===== config.mk =====
export PLATFORM = sky130hd
export DESIGN_NAME = tower_core_scheduler
export DESIGN_NICKNAME = d
export VERILOG_FILES = /design/src/rtl/tcs_pkg.sv /design/src/rtl/tcs_slot_ctrl.sv /design/src/rtl/tcs_tower_bank.sv /design/src/rtl/tcs_core_mux.sv /design/src/rtl/tower_core_scheduler.sv
export SDC_FILE = /design/constraint.sdc
export NUM_CORES = 1
export LEC_CHECK = 0
export ABC_CLOCK_PERIOD_IN_PS = 3680
export BUFFER_PORTS_ARGS = -buffer_cell sky130_fd_sc_hd__buf_2
export CAP_MARGIN = 15
export CORE_MARGIN = 5
export CORE_UTILIZATION = 35
export DETAILED_ROUTE_END_ITERATION = 12
export GPL_ROUTABILITY_DRIVEN = 0
export HOLD_SLACK_MARGIN = 0.05
export PLACE_DENSITY = 0.54
export SYNTH_ARGS = -nofsm -noshare
export SYNTH_HDL_FRONTEND = slang
export SYNTH_SLANG_ARGS = --single-unit

===== constraint.sdc =====
create_clock -name clk -period 3.68 [get_ports clk]
set_clock_uncertainty 0.2 [all_clocks]
set_input_delay 0.92 -clock clk [delete_from_list [all_inputs] [get_ports clk]]
set_output_delay 0.92 -clock clk [all_outputs]
set_load 0.03 [all_outputs]

===== src/rtl/tcs_pkg.sv =====
// Package: shared constants and index helpers for the core input scheduler.
// Assumes towers are numbered column-major: tower = col * rows + row.
package tcs_pkg;

    // Lanes handed to a core with each job: left neighbour, job tower, right neighbour.
    typedef enum logic [1:0] {
        LANE_LEFT   = 2'd0,
        LANE_CENTRE = 2'd1,
        LANE_RIGHT  = 2'd2
    } lane_e;

    localparam int LANES = 3;

    // Tower feeding lane p of job j; job j sits in row j%rows, column 1 + j/rows.
    function automatic int lane_tower(input int job, input int lane, input int rows);
        int col;
        int row;
        col = (job / rows) + lane;
        row = job % rows;
        return col * rows + row;
    endfunction

endpackage


===== src/rtl/tcs_slot_ctrl.sv =====
// Module: slot sequencer. It counts the fast cycles of a crossing, restarts
// at slot 0 on every load and flags a load that arrives before the last slot.
// Assumes load_i is one cycle wide and synchronous to clk.
module tcs_slot_ctrl #(
    parameter int N_SLOTS = 5,
    parameter int SLOT_W  = $clog2(N_SLOTS)
) (
    input  logic              clk,
    input  logic              rst_n,
    input  logic              load_i,
    output logic [SLOT_W-1:0] slot_o,
    output logic              running_o,
    output logic              misalign_o
);
    localparam logic [SLOT_W-1:0] LAST_SLOT = SLOT_W'(N_SLOTS - 1);

    logic [SLOT_W-1:0] slot_q;
    logic              running_q;
    logic              misalign_q;

    // Slot counter, run state and sticky early-load flag.
    always_ff @(posedge clk) begin
        if (!rst_n) begin
            slot_q     <= '0;
            running_q  <= 1'b0;
            misalign_q <= 1'b0;
        end else if (load_i) begin
            slot_q    <= '0;
            running_q <= 1'b1;
            if (running_q && (slot_q != LAST_SLOT))
                misalign_q <= 1'b1;
        end else if (running_q) begin
            slot_q <= (slot_q == LAST_SLOT) ? '0 : slot_q + 1'b1;
        end
    end

    assign slot_o     = slot_q;
    assign running_o  = running_q;
    assign misalign_o = misalign_q;

    assert_slot_range_R3: assert property (@(posedge clk) disable iff (!rst_n)
        slot_q <= LAST_SLOT);

    assert_slot_advance_R3: assert property (@(posedge clk) disable iff (!rst_n)
        (running_q && !load_i && slot_q != LAST_SLOT) |=> (slot_q == $past(slot_q) + 1'b1));

    assert_slot_wrap_R11: assert property (@(posedge clk) disable iff (!rst_n)
        (running_q && !load_i && slot_q == LAST_SLOT) |=> (slot_q == '0));

    assert_load_restart_R10: assert property (@(posedge clk) disable iff (!rst_n)
        load_i |=> (slot_q == '0 && running_q));

    assert_flag_sticky_R10: assert property (@(posedge clk) disable iff (!rst_n)
        misalign_q |=> misalign_q);

    assert_aligned_no_flag_R9: assert property (@(posedge clk) disable iff (!rst_n)
        (load_i && slot_q == LAST_SLOT && !misalign_q) |=> !misalign_q);

endmodule


===== src/rtl/tcs_tower_bank.sv =====
// Module: crossing tower store. It captures the whole tower bus on load and
// zeroes an outer column when the matching border input is set.
// Assumes the border inputs are stable around the load edge.
module tcs_tower_bank #(
    parameter int TOWER_W   = 8,
    parameter int ROWS      = 10,
    parameter int CORE_COLS = 4,
    parameter int N_COLS    = CORE_COLS + 2,
    parameter int N_TOWERS  = N_COLS * ROWS
) (
    input  logic                        clk,
    input  logic                        rst_n,
    input  logic                        load_i,
    input  logic                        left_i,
    input  logic                        right_i,
    input  logic [N_TOWERS*TOWER_W-1:0] towers_i,
    output logic [N_TOWERS*TOWER_W-1:0] bank_o
);
    for (genvar t = 0; t < N_TOWERS; t++) begin : g_tower
        localparam int  COL     = t / ROWS;
        localparam bit  IS_LEFT  = (COL == 0);
        localparam bit  IS_RIGHT = (COL == N_COLS - 1);

        logic [TOWER_W-1:0] cell_q;
        logic               zap;

        // Border zeroing for this tower's column.
        always_comb zap = (IS_LEFT && left_i) || (IS_RIGHT && right_i);

        // Capture one tower on load.
        always_ff @(posedge clk) begin
            if (!rst_n)
                cell_q <= '0;
            else if (load_i)
                cell_q <= zap ? '0 : towers_i[t*TOWER_W +: TOWER_W];
        end

        assign bank_o[t*TOWER_W +: TOWER_W] = cell_q;
    end

    assert_left_col_zero_R6: assert property (@(posedge clk) disable iff (!rst_n)
        (load_i && left_i) |=> (bank_o[ROWS*TOWER_W-1:0] == '0));

    assert_right_col_zero_R7: assert property (@(posedge clk) disable iff (!rst_n)
        (load_i && right_i) |=> (bank_o[N_TOWERS*TOWER_W-1 -: ROWS*TOWER_W] == '0));

    assert_hold_without_load_R2: assert property (@(posedge clk) disable iff (!rst_n)
        !load_i |=> $stable(bank_o));

endmodule


===== src/rtl/tcs_core_mux.sv =====
// Module: per-core job selector. For the current slot it routes each core's
// job tower and its two eta neighbours out of the tower store.
// Assumes N_CORES * N_SLOTS equals the number of core towers.
module tcs_core_mux
    import tcs_pkg::*;
#(
    parameter int TOWER_W  = 8,
    parameter int ROWS     = 10,
    parameter int N_CORES  = 8,
    parameter int N_SLOTS  = 5,
    parameter int N_TOWERS = 60,
    parameter int SLOT_W   = $clog2(N_SLOTS)
) (
    input  logic [N_TOWERS*TOWER_W-1:0]      bank_i,
    input  logic [SLOT_W-1:0]                slot_i,
    output logic [N_CORES*LANES*TOWER_W-1:0] lanes_o
);
    localparam int CORE_BITS = LANES * TOWER_W;

    for (genvar k = 0; k < N_CORES; k++) begin : g_core
        logic [CORE_BITS-1:0] sel;

        // Pick core k's three lanes for the active slot.
        always_comb begin
            sel = '0;
            for (int s = 0; s < N_SLOTS; s++) begin
                if (slot_i == SLOT_W'(s)) begin
                    for (int p = 0; p < LANES; p++) begin
                        sel[p*TOWER_W +: TOWER_W] =
                            bank_i[lane_tower(s*N_CORES + k, p, ROWS)*TOWER_W +: TOWER_W];
                    end
                end
            end
        end

        assign lanes_o[k*CORE_BITS +: CORE_BITS] = sel;
    end

endmodule


===== src/rtl/tower_core_scheduler.sv =====
// Module: top of the core input scheduler. It captures a crossing on load,
// steps through its slots and registers the per-core lanes with slot, start,
// valid and misalignment markers. Outputs lag the slot counter by one cycle.
// Assumes one load per crossing, every N_SLOTS fast cycles.
module tower_core_scheduler
    import tcs_pkg::*;
#(
    parameter int TOWER_W   = 8,
    parameter int ROWS      = 10,
    parameter int CORE_COLS = 4,
    parameter int N_CORES   = 8,
    parameter int N_SLOTS   = 5,
    localparam int N_COLS   = CORE_COLS + 2,
    localparam int N_TOWERS = N_COLS * ROWS,
    localparam int SLOT_W   = $clog2(N_SLOTS),
    localparam int OUT_W    = N_CORES * LANES * TOWER_W
) (
    input  logic                        clk,
    input  logic                        rst_n,
    input  logic                        load_i,
    input  logic [N_TOWERS*TOWER_W-1:0] towers_i,
    input  logic                        left_border_i,
    input  logic                        right_border_i,
    output logic [OUT_W-1:0]            core_towers_o,
    output logic [SLOT_W-1:0]           slot_o,
    output logic                        start_o,
    output logic                        valid_o,
    output logic                        misalign_o
);
    logic [SLOT_W-1:0]           slot;
    logic                        running;
    logic [N_TOWERS*TOWER_W-1:0] bank;
    logic [OUT_W-1:0]            lanes;

    logic [OUT_W-1:0]  out_q;
    logic [SLOT_W-1:0] slot_q;
    logic              start_q;
    logic              valid_q;

    tcs_slot_ctrl #(.N_SLOTS(N_SLOTS), .SLOT_W(SLOT_W)) slot_ctrl_i (
        .clk        (clk),
        .rst_n      (rst_n),
        .load_i     (load_i),
        .slot_o     (slot),
        .running_o  (running),
        .misalign_o (misalign_o)
    );

    tcs_tower_bank #(
        .TOWER_W(TOWER_W), .ROWS(ROWS), .CORE_COLS(CORE_COLS),
        .N_COLS(N_COLS), .N_TOWERS(N_TOWERS)
    ) bank_i (
        .clk      (clk),
        .rst_n    (rst_n),
        .load_i   (load_i),
        .left_i   (left_border_i),
        .right_i  (right_border_i),
        .towers_i (towers_i),
        .bank_o   (bank)
    );

    tcs_core_mux #(
        .TOWER_W(TOWER_W), .ROWS(ROWS), .N_CORES(N_CORES),
        .N_SLOTS(N_SLOTS), .N_TOWERS(N_TOWERS), .SLOT_W(SLOT_W)
    ) mux_i (
        .bank_i  (bank),
        .slot_i  (slot),
        .lanes_o (lanes)
    );

    // Output stage: register lanes and framing markers.
    always_ff @(posedge clk) begin
        if (!rst_n) begin
            out_q   <= '0;
            slot_q  <= '0;
            start_q <= 1'b0;
            valid_q <= 1'b0;
        end else begin
            out_q   <= running ? lanes : '0;
            slot_q  <= slot;
            start_q <= running && (slot == '0);
            valid_q <= running;
        end
    end

    assign core_towers_o = out_q;
    assign slot_o        = slot_q;
    assign start_o       = start_q;
    assign valid_o       = valid_q;

    assert_start_on_slot0_R5: assert property (@(posedge clk) disable iff (!rst_n)
        start_o |-> (valid_o && slot_o == '0));

    assert_valid_hold_R12: assert property (@(posedge clk) disable iff (!rst_n)
        valid_o |=> valid_o);

    assert_idle_quiet_R1: assert property (@(posedge clk) disable iff (!rst_n)
        !valid_o |-> (core_towers_o == '0 && !start_o));

    assert_capture_to_slot0_R3: assert property (@(posedge clk) disable iff (!rst_n)
        $past(load_i) |=> (slot_o == '0 && start_o));

endmodule


==> results.txt <==
The required time at the worst-slack endpoint was 3980 ps. TritonCTS built the clock tree. The share of final-layout standard cells stronger than drive strength 1 works out to 25.9%. Summed over all nets, wire length on met2 after detailed routing comes to 56400 um. Tracing the worst setup path back leads to its startpoint at slot_ctrl_i.slot_o[1]. The floorplan die height came out at 297 um. The tools report the routed metal-1 wirelength as 46600 um.

The die covers 88200 um2. The worst setup path is launched from a register. The number of H-tree levels was 3; the half-perimeter wire length after detailed placement was 77800 um.

The number of setup buffers added after CTS is 0. Data on the critical path arrives at its endpoint at 3190 ps. The startpoint identified for the worst register-to-register timing path is slot_ctrl_i.slot_o[1].

The core footprint was 81800 um2. STA classifies the critical path endpoint as a register. Along the worst path, the maximum fanout reaches 89. Clock-pin slew was measured on the worst setup and hold paths at 60 ps. After synthesis, the netlist uses 24 different library cells.

Pin slew with the least headroom to its limit: 1150 ps. The tools report the clock root buffer master as clkbuf_16. The clock passes through at most 3 buffers.

The die extent in x was 297 um; the global router's overall resource usage was 25.0%. The flow ran to the end, and the final reports show no timing, DRC or antenna violations. The logs give 173000 um for the wire length of the first global-routing pass and 682 for the number of sinks on the clock net. The routed design could run at a clock period as short as 2880 ps. In this run, post-CTS hold repair placed 0 buffers. Cells fill 43.8% of the core in the end. In this run the static leakage power is 0.0156 uW. The cell count after synthesis came out at 2797. Among all flip-flop cells after synthesis, the most frequent one is dfxtp_1. Entering global routing, the biggest net connects 194 pins.

In this run, synthesis inferred 0 flip-flops with an integrated enable. The largest total area in the synthesized netlist belongs to dfxtp_1. The cell area power density was 496 nW/um2; the sum of negative setup slack was 0 ps. The first detailed-routing pass ran for 6 iterations. In this run the tightest slew margin relative to its limit is 23.5%. The critical path in this run is classified as reg -> reg. By instance count, the leading cell after synthesis is dfxtp_1. The number of routed nets with antenna violations came out at 0. The effective utilization at floorplan is 35.2%. Relative to the synthesized area, the layout overhead comes to 24.3%.

Counting the buffers created by CTS gives 80. After detailed routing, the number of remaining DRC violations is 0. Average cell area after synthesis: 10.3 um2.

The number of max-slew violations in the final report was 0; the proportion of synthesized chip area in sequential cells was 47.4%. Setup repair after global routing left no endpoint under its margin. The uppermost metal layer occupied by signal nets is met5. After detailed routing, the number of vias per cell comes to 5.81. In the detailed route, the total length drawn on met3 is 9510 um. During synthesis, Yosys emitted a total of 0 warnings.

In this run the most critical hold path is launched from bank_i.g_tower[52].cell_q[7]. The number of cells upsized or downsized after cts is 0, and the via count of the first global-routing pass is 25801. Final hold violation count: 0. Ranked by instance count, the synthesized netlist is headed by dfxtp_1, nor2b_1, mux2i_1, clkbuf_1. The final layout contains 3776 nets. After synthesis, the largest area contributor takes up 47.4% of total cell area.

The synthesized design contains 682 register bits. The number of filler instances in the final layout is 7854, and the total congestion overflow is 0. Count of endpoints failing setup in the final report: 0. The number of DRC violations after detailed-routing iteration 0 came out at 2162. Worst hold path class: reg -> reg.

The initialized floorplan defines 105 standard-cell rows. VDD sags by at most 0.000322 V. The logs give 0 for the total of max-cap violations and 28800 um2 for the post-synthesis instance area. Across all layers, the routed design uses 25953 vias. Sorting the synthesized cells by area gives the leading types as dfxtp_1, mux2i_1, nor2b_1. Clock latency on the worst-skew pair, taken at its later pin, is 610 ps. For this design the top-level I/O count stands at 683. When the netlist entered floorplanning its net count stood at 3287.

Routed wire length per instance: 26.3 um. The highest achievable clock rate is 0.347 GHz, and the count of buffers from port buffering is 682. Wires add up to 118000 um. The number of antenna violations at the first check in global routing is 63. After layout, the worst path uses 78.4% of the clock period. The share of synthesized registers carrying an async set or reset came out at 0%.
-- cells in the final DEF (no fill, tap or decap), drive strengths merged, types with 45 or more instances in the layout --
cell type	synthesis	final
nor2b	514	514
a22o	160	160
and3	193	193
a221oi	192	192
o32ai	192	192
diode	0	45
buf	68	727
a31oi	193	193
mux2i	322	322
dfxtp	682	682
clkbuf	253	123
-- path summary, 6_finish.rpt --
check	to	slack, ps	cells after the start
max reg2reg	core_towers_o[94]	800	6
min	bank_i.g_tower[52].cell_q[7]	270	1
min reg2reg	bank_i.g_tower[52].cell_q[7]	270	1
max	core_towers_o[94]	800	6
-- state kept, by name, summed over array words and instances, names as in the netlist --
signal and count:
valid_o 1, slot_o 3, start_o 1, bank_i.g_tower.cell_q 480
slot_ctrl_i.misalign_o 1, core_towers_o 192, slot_ctrl_i.slot_o 3, slot_ctrl_i.running_o 1
-- per-stage QoR --
stage | area (um2) | worst slack (ps) | total power (uW) | instances | hold slack, ps
6_report | 35800 | 796 | 17700 | 4464 | 272
5_1_grt | 35800 | 685 | 18400 | 4447 | 281
4_1_cts | 35700 | 784 | 17900 | 4419 | 263
3_5_place_dp | 33000 | 831 | 9770 | 4274 | 257
3_3_place_gp | 33000 | 758 | 9730 | 4274 | 253
2_1_floorplan | 28800 | 1340 | 9020 | 2797 | 241
-- per-layer routing --
metal | vias up | track usage, %
li1 | 11662 | -
met1 | 12794 | 30.8
met2 | 1192 | 41.6
met3 | 263 | 6.81
met4 | 42 | 10.4
met5 | - | 0
-- kinds of logic after synthesis --
group | after synthesis | share of synthesized area (%)
flip-flops | 682 | 47.4
adder cells (fa/ha/maj) | 5 | 0.217
buffers and inverters | 325 | 4.78
multiplexers | 322 | 11.2
AND/OR/NAND/NOR | 722 | 15.6
AO/OA/AOI/OAI | 741 | 20.8
-- worst max-delay path, stage by stage, from the launching register on --
cell	delay, ps
dfxtp_1	430
inv_1	150
ha_4	310
and2b_4	560
buf_12	360
a221oi_1	250
o32ai_1	310
-- final cells by class --
| class | count | area [um2] | share of cell area, % |
|---|---|---|---|
| clock inverters | 23 | 299 | 0.835 |
| clock buffers | 122 | 2390 | 6.67 |
| well taps | 1070 | 1340 | 3.74 |
| multi-input cells | 1790 | 13900 | 38.7 |
| flip-flops and latches | 682 | 13700 | 38.1 |
| diodes | 45 | 113 | 0.314 |
| repair buffers | 728 | 4130 | 11.5 |
| inverters | 4 | 15.0 | 0.0419 |
-- report_power, final --
| part | switching [uW] | internal [uW] | leakage, uW | total [uW] |
|---|---|---|---|---|
| Combinational | 926 | 711 | 0.00868 | 1640 |
| Clock | 3230 | 4900 | 0.00132 | 8130 |
| Sequential | 273 | 7710 | 0.00558 | 7980 |
No activity file was read; power rests on OpenSTA's default activity.
